--- src/rtl/strm_wb_pkg.sv ---
package strm_wb_pkg;
  typedef enum logic [7:0] {
    CMD_WR_INC = 8'h01,
    CMD_RD_INC = 8'h02,
    CMD_WR_FIX = 8'h03,
    CMD_RD_FIX = 8'h04
  } cmd_e;

  typedef enum logic [2:0] {
    ST_CMD,
    ST_LEN,
    ST_ADR,
    ST_WDAT,
    ST_WBUS,
    ST_RBUS,
    ST_RSEND
  } state_e;
endpackage

--- src/rtl/strm_wb_gather.sv ---
module strm_wb_gather #(
  parameter int unsigned WORD_W = 32
) (
  input  logic              clk_i,
  input  logic              rst_ni,
  input  logic              push_i,
  input  logic [7:0]        byte_i,
  output logic              last_o,
  output logic [WORD_W-1:0] word_o,
  output logic [WORD_W-1:0] word_next_o
);
  localparam int unsigned NBYTES = WORD_W / 8;
  localparam int unsigned CNT_W  = $clog2(NBYTES);

  // counter is exactly wide enough to wrap to zero after the last byte
  logic [CNT_W-1:0]  cnt_q;
  logic [WORD_W-1:0] shift_q;

  assign last_o      = (cnt_q == CNT_W'(NBYTES - 1));
  assign word_next_o = {shift_q[WORD_W-9:0], byte_i};
  assign word_o      = shift_q;

  always_ff @(posedge clk_i or negedge rst_ni) begin
    if (!rst_ni) begin
      cnt_q   <= '0;
      shift_q <= '0;
    end else if (push_i) begin
      cnt_q   <= cnt_q + 1'b1;
      shift_q <= word_next_o;
    end
  end

  p_wrap_r1: assert property (@(posedge clk_i) disable iff (!rst_ni)
    (push_i && last_o) |=> (cnt_q == '0));
endmodule

--- src/rtl/strm_wb_emit.sv ---
module strm_wb_emit #(
  parameter int unsigned WORD_W = 32
) (
  input  logic              clk_i,
  input  logic              rst_ni,
  input  logic              load_i,
  input  logic [WORD_W-1:0] word_i,
  input  logic              ready_i,
  output logic              valid_o,
  output logic [7:0]        data_o,
  output logic              done_o
);
  localparam int unsigned NBYTES = WORD_W / 8;
  localparam int unsigned CNT_W  = $clog2(NBYTES);

  logic              busy_q;
  logic [CNT_W-1:0]  cnt_q;
  logic [WORD_W-1:0] shift_q;
  logic              fire;

  assign valid_o = busy_q;
  assign data_o  = shift_q[WORD_W-1 -: 8];
  assign fire    = busy_q && ready_i;
  assign done_o  = fire && (cnt_q == CNT_W'(NBYTES - 1));

  always_ff @(posedge clk_i or negedge rst_ni) begin
    if (!rst_ni) begin
      busy_q  <= 1'b0;
      cnt_q   <= '0;
      shift_q <= '0;
    end else if (load_i) begin
      busy_q  <= 1'b1;
      shift_q <= word_i;
    end else if (fire) begin
      cnt_q   <= cnt_q + 1'b1;
      shift_q <= shift_q << 8;
      if (done_o) busy_q <= 1'b0;
    end
  end

  p_hold_r7: assert property (@(posedge clk_i) disable iff (!rst_ni)
    (valid_o && !ready_i) |=> (valid_o && $stable(data_o)));
  p_load_idle_r7: assert property (@(posedge clk_i) disable iff (!rst_ni)
    load_i |-> !busy_q);
endmodule

--- src/rtl/strm_wb_bridge.sv ---
module strm_wb_bridge
  import strm_wb_pkg::*;
#(
  parameter int unsigned ADR_W = 32,
  parameter int unsigned DAT_W = 32,
  parameter int unsigned LEN_W = 8
) (
  input  logic               clk_i,
  input  logic               rst_ni,
  input  logic [7:0]         sink_data_i,
  input  logic               sink_valid_i,
  output logic               sink_ready_o,
  output logic [7:0]         src_data_o,
  output logic               src_valid_o,
  input  logic               src_ready_i,
  output logic [ADR_W-1:0]   wb_adr_o,
  output logic [DAT_W-1:0]   wb_dat_o,
  input  logic [DAT_W-1:0]   wb_dat_i,
  output logic [DAT_W/8-1:0] wb_sel_o,
  output logic               wb_we_o,
  output logic               wb_cyc_o,
  output logic               wb_stb_o,
  input  logic               wb_ack_i
);
  localparam int unsigned SEL_W = DAT_W / 8;
  localparam int unsigned OFS_W = $clog2(SEL_W);

  state_e            st_q, st_d;
  logic [7:0]        cmd_q;
  logic [LEN_W-1:0]  rem_q;
  logic [ADR_W-1:0]  addr_q;
  logic              push, g_last, e_done, e_load;
  logic [DAT_W-1:0]  g_word, g_next;
  logic              cmd_ok, is_wr, is_inc, word_end, bus_on;

  // whole-byte compares, no bit-field decode
  assign cmd_ok = (sink_data_i == CMD_WR_INC) || (sink_data_i == CMD_RD_INC) ||
                  (sink_data_i == CMD_WR_FIX) || (sink_data_i == CMD_RD_FIX);
  assign is_wr  = (cmd_q == CMD_WR_INC) || (cmd_q == CMD_WR_FIX);
  assign is_inc = (cmd_q == CMD_WR_INC) || (cmd_q == CMD_RD_INC);

  assign sink_ready_o = (st_q == ST_CMD) || (st_q == ST_LEN) ||
                        (st_q == ST_ADR) || (st_q == ST_WDAT);
  assign push   = sink_valid_i && sink_ready_o &&
                  ((st_q == ST_ADR) || (st_q == ST_WDAT));
  assign bus_on = (st_q == ST_WBUS) || (st_q == ST_RBUS);
  assign e_load = (st_q == ST_RBUS) && wb_ack_i;

  assign word_end = ((st_q == ST_WBUS) && wb_ack_i) || ((st_q == ST_RSEND) && e_done);

  assign wb_cyc_o = bus_on;
  assign wb_stb_o = bus_on;
  assign wb_we_o  = (st_q == ST_WBUS);
  assign wb_sel_o = '1;
  assign wb_adr_o = {addr_q[ADR_W-OFS_W-1:0], {OFS_W{1'b0}}};
  assign wb_dat_o = g_word;

  strm_wb_gather #(.WORD_W(DAT_W)) u_gather (
    .clk_i       (clk_i),
    .rst_ni      (rst_ni),
    .push_i      (push),
    .byte_i      (sink_data_i),
    .last_o      (g_last),
    .word_o      (g_word),
    .word_next_o (g_next)
  );

  strm_wb_emit #(.WORD_W(DAT_W)) u_emit (
    .clk_i   (clk_i),
    .rst_ni  (rst_ni),
    .load_i  (e_load),
    .word_i  (wb_dat_i),
    .ready_i (src_ready_i),
    .valid_o (src_valid_o),
    .data_o  (src_data_o),
    .done_o  (e_done)
  );

  always_comb begin
    st_d = st_q;
    unique case (st_q)
      ST_CMD:  if (sink_valid_i && cmd_ok) st_d = ST_LEN;
      ST_LEN:  if (sink_valid_i) st_d = ST_ADR;
      ST_ADR:  if (sink_valid_i && g_last) begin
                 if (rem_q == '0) st_d = ST_CMD;
                 else st_d = is_wr ? ST_WDAT : ST_RBUS;
               end
      ST_WDAT: if (sink_valid_i && g_last) st_d = ST_WBUS;
      ST_WBUS: if (wb_ack_i) st_d = (rem_q == LEN_W'(1)) ? ST_CMD : ST_WDAT;
      ST_RBUS: if (wb_ack_i) st_d = ST_RSEND;
      ST_RSEND: if (e_done) st_d = (rem_q == LEN_W'(1)) ? ST_CMD : ST_RBUS;
      default: st_d = ST_CMD;
    endcase
  end

  always_ff @(posedge clk_i or negedge rst_ni) begin
    if (!rst_ni) begin
      st_q   <= ST_CMD;
      cmd_q  <= '0;
      rem_q  <= '0;
      addr_q <= '0;
    end else begin
      st_q <= st_d;
      if (st_q == ST_CMD && sink_valid_i && cmd_ok) cmd_q <= sink_data_i;
      if (st_q == ST_LEN && sink_valid_i) rem_q <= LEN_W'(sink_data_i);
      if (st_q == ST_ADR && push && g_last) addr_q <= ADR_W'(g_next);
      if (word_end) begin
        rem_q <= rem_q - 1'b1;
        if (is_inc) addr_q <= addr_q + 1'b1;
      end
    end
  end

  p_hold_r6: assert property (@(posedge clk_i) disable iff (!rst_ni)
    (wb_cyc_o && wb_stb_o && !wb_ack_i) |=>
      (wb_cyc_o && wb_stb_o && $stable(wb_adr_o) && $stable(wb_we_o) && $stable(wb_dat_o)));
  p_stall_r9: assert property (@(posedge clk_i) disable iff (!rst_ni)
    (wb_cyc_o || src_valid_o) |-> !sink_ready_o);
  p_no_overlap_r7: assert property (@(posedge clk_i) disable iff (!rst_ni)
    src_valid_o |-> !wb_cyc_o);
  p_fixed_r5: assert property (@(posedge clk_i) disable iff (!rst_ni)
    (wb_cyc_o && wb_ack_i && !is_inc) |=> $stable(wb_adr_o));
  p_aligned_r1: assert property (@(posedge clk_i) disable iff (!rst_ni)
    wb_stb_o |-> (wb_adr_o[OFS_W-1:0] == '0));
endmodule

--- config.mk ---
export PLATFORM = sky130hd
export DESIGN_NAME = strm_wb_bridge
export DESIGN_NICKNAME = d
export VERILOG_FILES = /design/src/rtl/strm_wb_pkg.sv /design/src/rtl/strm_wb_gather.sv /design/src/rtl/strm_wb_emit.sv /design/src/rtl/strm_wb_bridge.sv
export SDC_FILE = /design/constraint.sdc
export NUM_CORES = 1
export LEC_CHECK = 0
export BUFFER_PORTS_ARGS = -buffer_cell sky130_fd_sc_hd__buf_2
export CAP_MARGIN = 20
export CORE_ASPECT_RATIO = 0.75
export CORE_MARGIN = 1.5
export CORE_UTILIZATION = 30
export CTS_CLUSTER_SIZE = 14
export DETAILED_ROUTE_END_ITERATION = 12
export GPL_ROUTABILITY_DRIVEN = 0
export SYNTH_ARGS = -nofsm -noshare
export SYNTH_HDL_FRONTEND = slang
export SYNTH_SLANG_ARGS = --single-unit
--- constraint.sdc ---
create_clock -name clk_i -period 5 [get_ports clk_i]
set_input_delay 1 -clock clk_i [delete_from_list [all_inputs] [get_ports clk_i]]
set_output_delay 1 -clock clk_i [all_outputs]
set_load 0.02 [all_outputs]
; ---- Yosys cells after proc, flatten, opt, wreduce, memory -nomap -nowiden
; Cells that the tools add are included.
[word_totals]
ff_bits = 120
inputBits = 45
output_inout_bits = 81
word_cells = 92
[op_classes]
add_sub_neg = 4
n_eq_ne = 23
muxes = 22
n_bitwise = 1
reduce_logical = 33
[op_table]
columns = cell, count
row1 = $mux W32, 5
row2 = $add A32 B1 Y32 const B, 1
row3 = $eq A8 B2 Y1 const B, 4
row4 = $mux W3, 10
row5 = $eq A8 B1 Y1 const B, 3
row6 = $pmux W3 S7, 1
row7 = $mux W8, 2
row8 = $logic_and A1 B1 Y1, 14
row9 = $logic_or A1 B1 Y1, 11
row10 = $eq A3 B3 Y1 const B, 3
row11 = $eq A8 B3 Y1 const B, 1
row12 = $logic_not A8 Y1, 1
row13 = $ne A2 B1 Y1 const B, 4
row14 = $sub A8 B1 Y8 const B, 1
row15 = $reduce_and A7 Y1, 1
row16 = $eq A3 B2 Y1 const B, 2
row17 = $ne A2 B2 Y1 const B, 3
row18 = $reduce_bool A2 Y1, 3
row19 = $add A2 B1 Y2 const B, 2
row20 = $eq A2 B2 Y1 const B, 2
row21 = $reduce_and A2 Y1, 2
row22 = $eq A3 B1 Y1 const B, 1
row23 = $logic_not A3 Y1, 1
row24 = $mux W1, 3
row25 = other kinds (2), 2

; ---- Depth between registers and ports, before layout
[depth]
depth_word = 11
mapped_depth = 8
mapped_depth_nobuf = 6

; ---- Hierarchy
; Synthesis repeated with hierarchy kept, for this count alone.
[unflattened]
cells_unflattened = 643
area_unflattened_um2 = 6683.9
[modules_own_cells]
columns = mod, instances, cells_per_inst, area_each_um2, seq_area_each_um2
row1 = strm_wb_bridge, 1, 348, 3113.0, 1226.2
row2 = strm_wb_emit, 1, 190, 1906.8, 875.8
row3 = strm_wb_gather, 1, 105, 1664.1, 850.8

; ---- Worst setup path before layout
; OpenSTA, ideal clock, no wires.
[synth_path]
path_type = input port to flip-flop
startpoint = input port src_ready_i
endpoint = register addr_q[15]
setup_ps = 123
arrival_time_ps = 2301
required_ps = 4877
setup_slack_ps = 2576
stages = 7
n_path_buf = 2
cell_sequence = nand4_1 > a211o_1 > buf_2 > nor2_1 > buf_2 > nand2_1 > o221a_2
[synth_via]
elab_chain_len = 5
[synth_rtl]
columns = item, line_no
row1 = "start, declared", strm_wb_bridge.sv:15  ; input logic src_ready_i,
row2 = $logic_and A1 B1 Y1, strm_wb_emit.sv:23  ; assign fire = busy_q && ready_i;
row3 = $logic_and A1 B1 Y1, strm_wb_emit.sv:24  ; assign done_o = fire && (cnt_q == CNT_W'(NBYTES - 1));
row4 = $logic_and A1 B1 Y1, strm_wb_bridge.sv:49  ; assign word_end = ((st_q == ST_WBUS) && wb_ack_i) || ((st_q == ST_RSEND) && e_done);
row5 = $logic_or A1 B1 Y1, strm_wb_bridge.sv:49
row6 = $mux W32, strm_wb_bridge.sv:107  ; if (word_end) begin
row7 = "end signal, assigned", strm_wb_bridge.sv:106  ; if (st_q == ST_ADR && push && g_last) addr_q <= ADR_W'(g_next);
row8 = "end signal, assigned", strm_wb_bridge.sv:109  ; if (is_inc) addr_q <= addr_q + 1'b1;
row9 = "end, declared", strm_wb_bridge.sv:31  ; logic [ADR_W-1:0] addr_q;
; No other way between the ends.
; A chain may end at the register's enable or synchronous reset.

; ---- Worst setup path in the final report
[layout_path]
startpoint = input port src_ready_i
endpoint = register addr_q[17]
; The elaborated chain is that of the path after synthesis.

==> flow_summary.ini <==
[outcome]
status = finished clean

[sta]
hold_violations = 0
period_minus_slack_ps = 2786
rsz0062_at_grt = no
drv_slew = 0
skew_ps = 7.810
fin_tns_setup_ps = 0
tightest_slew_ps = 948.3
fin_crit_sh_pct = 55.72
slew_headroom_pct = 36.20
timing.hold.ws_ps = 477.2
fmax_mhz = 358.9
setup_viol = 0

[critical_path]
cp-startpoint = src_ready_i
crit_slowest_cell = nor2_1
crit_path_end_kind = flop
critPathCapture = addr_q[17]$_DFF_PN0_
path_cells = buf_2, nand4_1, a211o_1, nor2_1, nand2_1, o221a_2
r2r-end = addr_q[17]$_DFF_PN0_
cp_top_family = simple AND/OR/NAND/NOR gates
path_class = input pin to flop
cpPeakStageDelay_ps = 740
worstRegToRegCells = 5
r2r_slack_ps = 2270
critPathLaunchType = input pin
r2r-start = st_q[1]$_DFFE_PN0P_
crit_buf_inv = 1
required_ps = 5300
path_max_fanout = 12
cp_num_cells = 6
crit_arrival_ps = 3080

[logic_synthesis]
ys_warn_count = 0
syn-mean-instance-area_um2 = 9.209
async_reset_ff_share_pct = 100.0
synth_edf_count = 0
synth_cell_types = 62
synthFlopType = dfrtp_1
synth.yosys.seq_area_share_pct = 50.26
synth-seq-cells = 118
synth_cells = 638
synthesis.area_um2 = 5876

[power]
power_density_nw_per_um2 = 642.1
irDropWorstVdd_v = 0.0003125
p_leak_nw = 3.651

[final_layout]
nFillCells = 1966
final_nets = 795
seq_area_um2 = 2953
antenna_cells = 0
final_util_pct = 37.84
multi_input_area_um2 = 2641
area_growth_pct = 24.11
stdcell_area_um2 = 7292
layout-drive-gt1-share_pct = 24.04
stdcell_count = 1010

[route]
finalWirelength_mm = 16.82
drt_pre_antenna_iters = 5
ant_nets = 0
avgViaCountPerCell = 5.066
drc_errors = 0
wl_per_cell_um = 16.66
drtIter0Drc = 342
routed-via-count = 5117

[floorplan]
die_y_um = 124.2
die_width_um = 164.6
num_rows = 44
coreArea_um2 = 19270
start_util_pct = 30.49
dieArea_um2 = 20440
pin_count = 126

[global_route]
grt_start_max_net_pins = 58
gr-total-overflow = 0
grt_pass1_wl_mm = 26.77
track_usage_pct = 17.08
grt_pass1_vias = 4710
antenna_found_initial = 0

[placed_design]
post-dp-hpwl_mm = 12.01
portBuffers = 119
dp_cells = 978
place_area_um2 = 6648

[clock_network]
hold_buffers = 0
clock_sinks = 118
insertion_delay_ps = 410
cts_tree = yes
root_buffer = clkbuf_16
cts_buffer_depth = 2
path_clk_slew_ps = 60
htreeDepth = 4
cts_resized = 0
numCtsBuffers = 17
cts_setup_buffers = 0

[hold_path]
hp-class = flop to flop
hold_depth = 2

[run]
max-cap-violations = 0
==> metrics by stage <==
step                setup WS (ps)  power, W
floorplan                    2576  0.002763
global placement             1862  0.003327
detailed placement           1814  0.003363
CTS                          2260  0.004718
global route                 2082  0.004994
finish                       2214  0.004682
==> cell families after synthesis <==
group | share of synthesized area [%]
simple gates | 23.96
compound gates | 13.80
flops | 50.26
buf+inv | 5.132
mux | 4.855
fa+ha+maj | 1.278
xor+xnor | 0.5964
other cells | 0.1278
==> cell type report <==
cell class / count / share of cell area, %
Clock buffer: 24 / 6.881
Clock inverter: 8 / 1.956
Inverter: 17 / 0.8751
Multi-Input combinational cell: 461 / 36.22
Sequential cell: 118 / 40.49
Tap cell: 253 / 4.341
Timing Repair Buffer: 129 / 9.231
==> worst register-to-register path, cell delays in order (launching register included) <==
cell and delay, ps:
dfrtp_1 560, nand4_1 240, a211o_1 520, nor2_1 750, nand2_1 260, o221a_2 290
==> cell usage in the layout (no fill, tap or decap), types with 17 or more instances in the layout <==
cell | netlist | layout
nor2_1 | 33 | 33
clkbuf_16 | 0 | 17
mux2i_1 | 24 | 24
nand3_1 | 28 | 28
inv_1 | 17 | 17
o21ai_0 | 38 | 38
nand2_1 | 169 | 169
dfrtp_1 | 118 | 118
a21oi_1 | 18 | 18
buf_2 | 7 | 118
==> Yosys cell counts (3+ instances only) <==
library cell	count	area, um^2
nor3_1	6	30.03
buf_4	15	112.6
nand2_1	169	634.4
nor2_1	33	123.9
mux2i_1	24	240.2
o211ai_1	3	22.52
o221a_2	6	67.56
o32ai_1	6	52.55
a211oi_1	11	82.58
buf_2	7	35.03
dfrtp_1	118	2953
and2_1	8	50.05
or4_1	3	22.52
o22ai_1	6	37.54
mux2_2	4	45.04
and4_1	4	35.03
inv_1	17	63.81
a31oi_1	3	18.77
and3_1	10	62.56
a21oi_1	18	90.09
nand3_1	28	140.1
nand2b_1	3	18.77
nor4_1	7	43.79
or3_1	3	18.77
ha_1	6	75.07
o311ai_0	4	35.03
clkbuf_1	22	82.58
o21a_1	3	22.52
o21ai_0	38	190.2
nand4_1	8	50.05
or4_4	3	33.78
==> worst min-delay path by stage <==
stage,start,to
CTS,u_gather.word_o[27]$_DFFE_PN0P_,u_gather.word_o[27]$_DFFE_PN0P_
global placement,u_gather.word_o[31]$_DFFE_PN0P_,u_gather.word_o[31]$_DFFE_PN0P_
detailed placement,u_gather.word_o[27]$_DFFE_PN0P_,u_gather.word_o[27]$_DFFE_PN0P_
finish,u_gather.word_o[27]$_DFFE_PN0P_,u_gather.word_o[27]$_DFFE_PN0P_
floorplan,u_emit.cnt_q[0]$_DFFE_PN0P_,u_emit.cnt_q[0]$_DFFE_PN0P_
global route,u_gather.word_o[27]$_DFFE_PN0P_,u_gather.word_o[27]$_DFFE_PN0P_
==> power by group <==
part / leakage (nW) / internal (W) / total (W) / switching (W)
logic: 1.84 / 0.000578 / 0.00154 / 0.000966
clock network: 0.316 / 0.000899 / 0.00134 / 0.000437
registers: 1.49 / 0.00134 / 0.00180 / 0.000461
total: 3.65 / 0.00282 / 0.00468 / 0.00186
==> flip-flops by register name, summed over array words and instances (netlist names) <==
signal and flops:
u_emit.shift_q 32, addr_q 30, u_emit.cnt_q 2, u_gather.cnt_q 2
st_q 3, rem_q 8, cmd_q 8, u_gather.word_o 32
u_emit.valid_o 1
==> metal layers <==
metal / track usage (%) / vias to the layer above / routed length [um]
met5: 0 / - / 0
met4: 4.610 / 0 / 102
met3: 3.543 / 8 / 1096
met2: 23.23 / 172 / 7144
met1: 26.82 / 2487 / 8479
li1: - / 2450 / -
No activity file was read; power rests on OpenSTA's default activity.
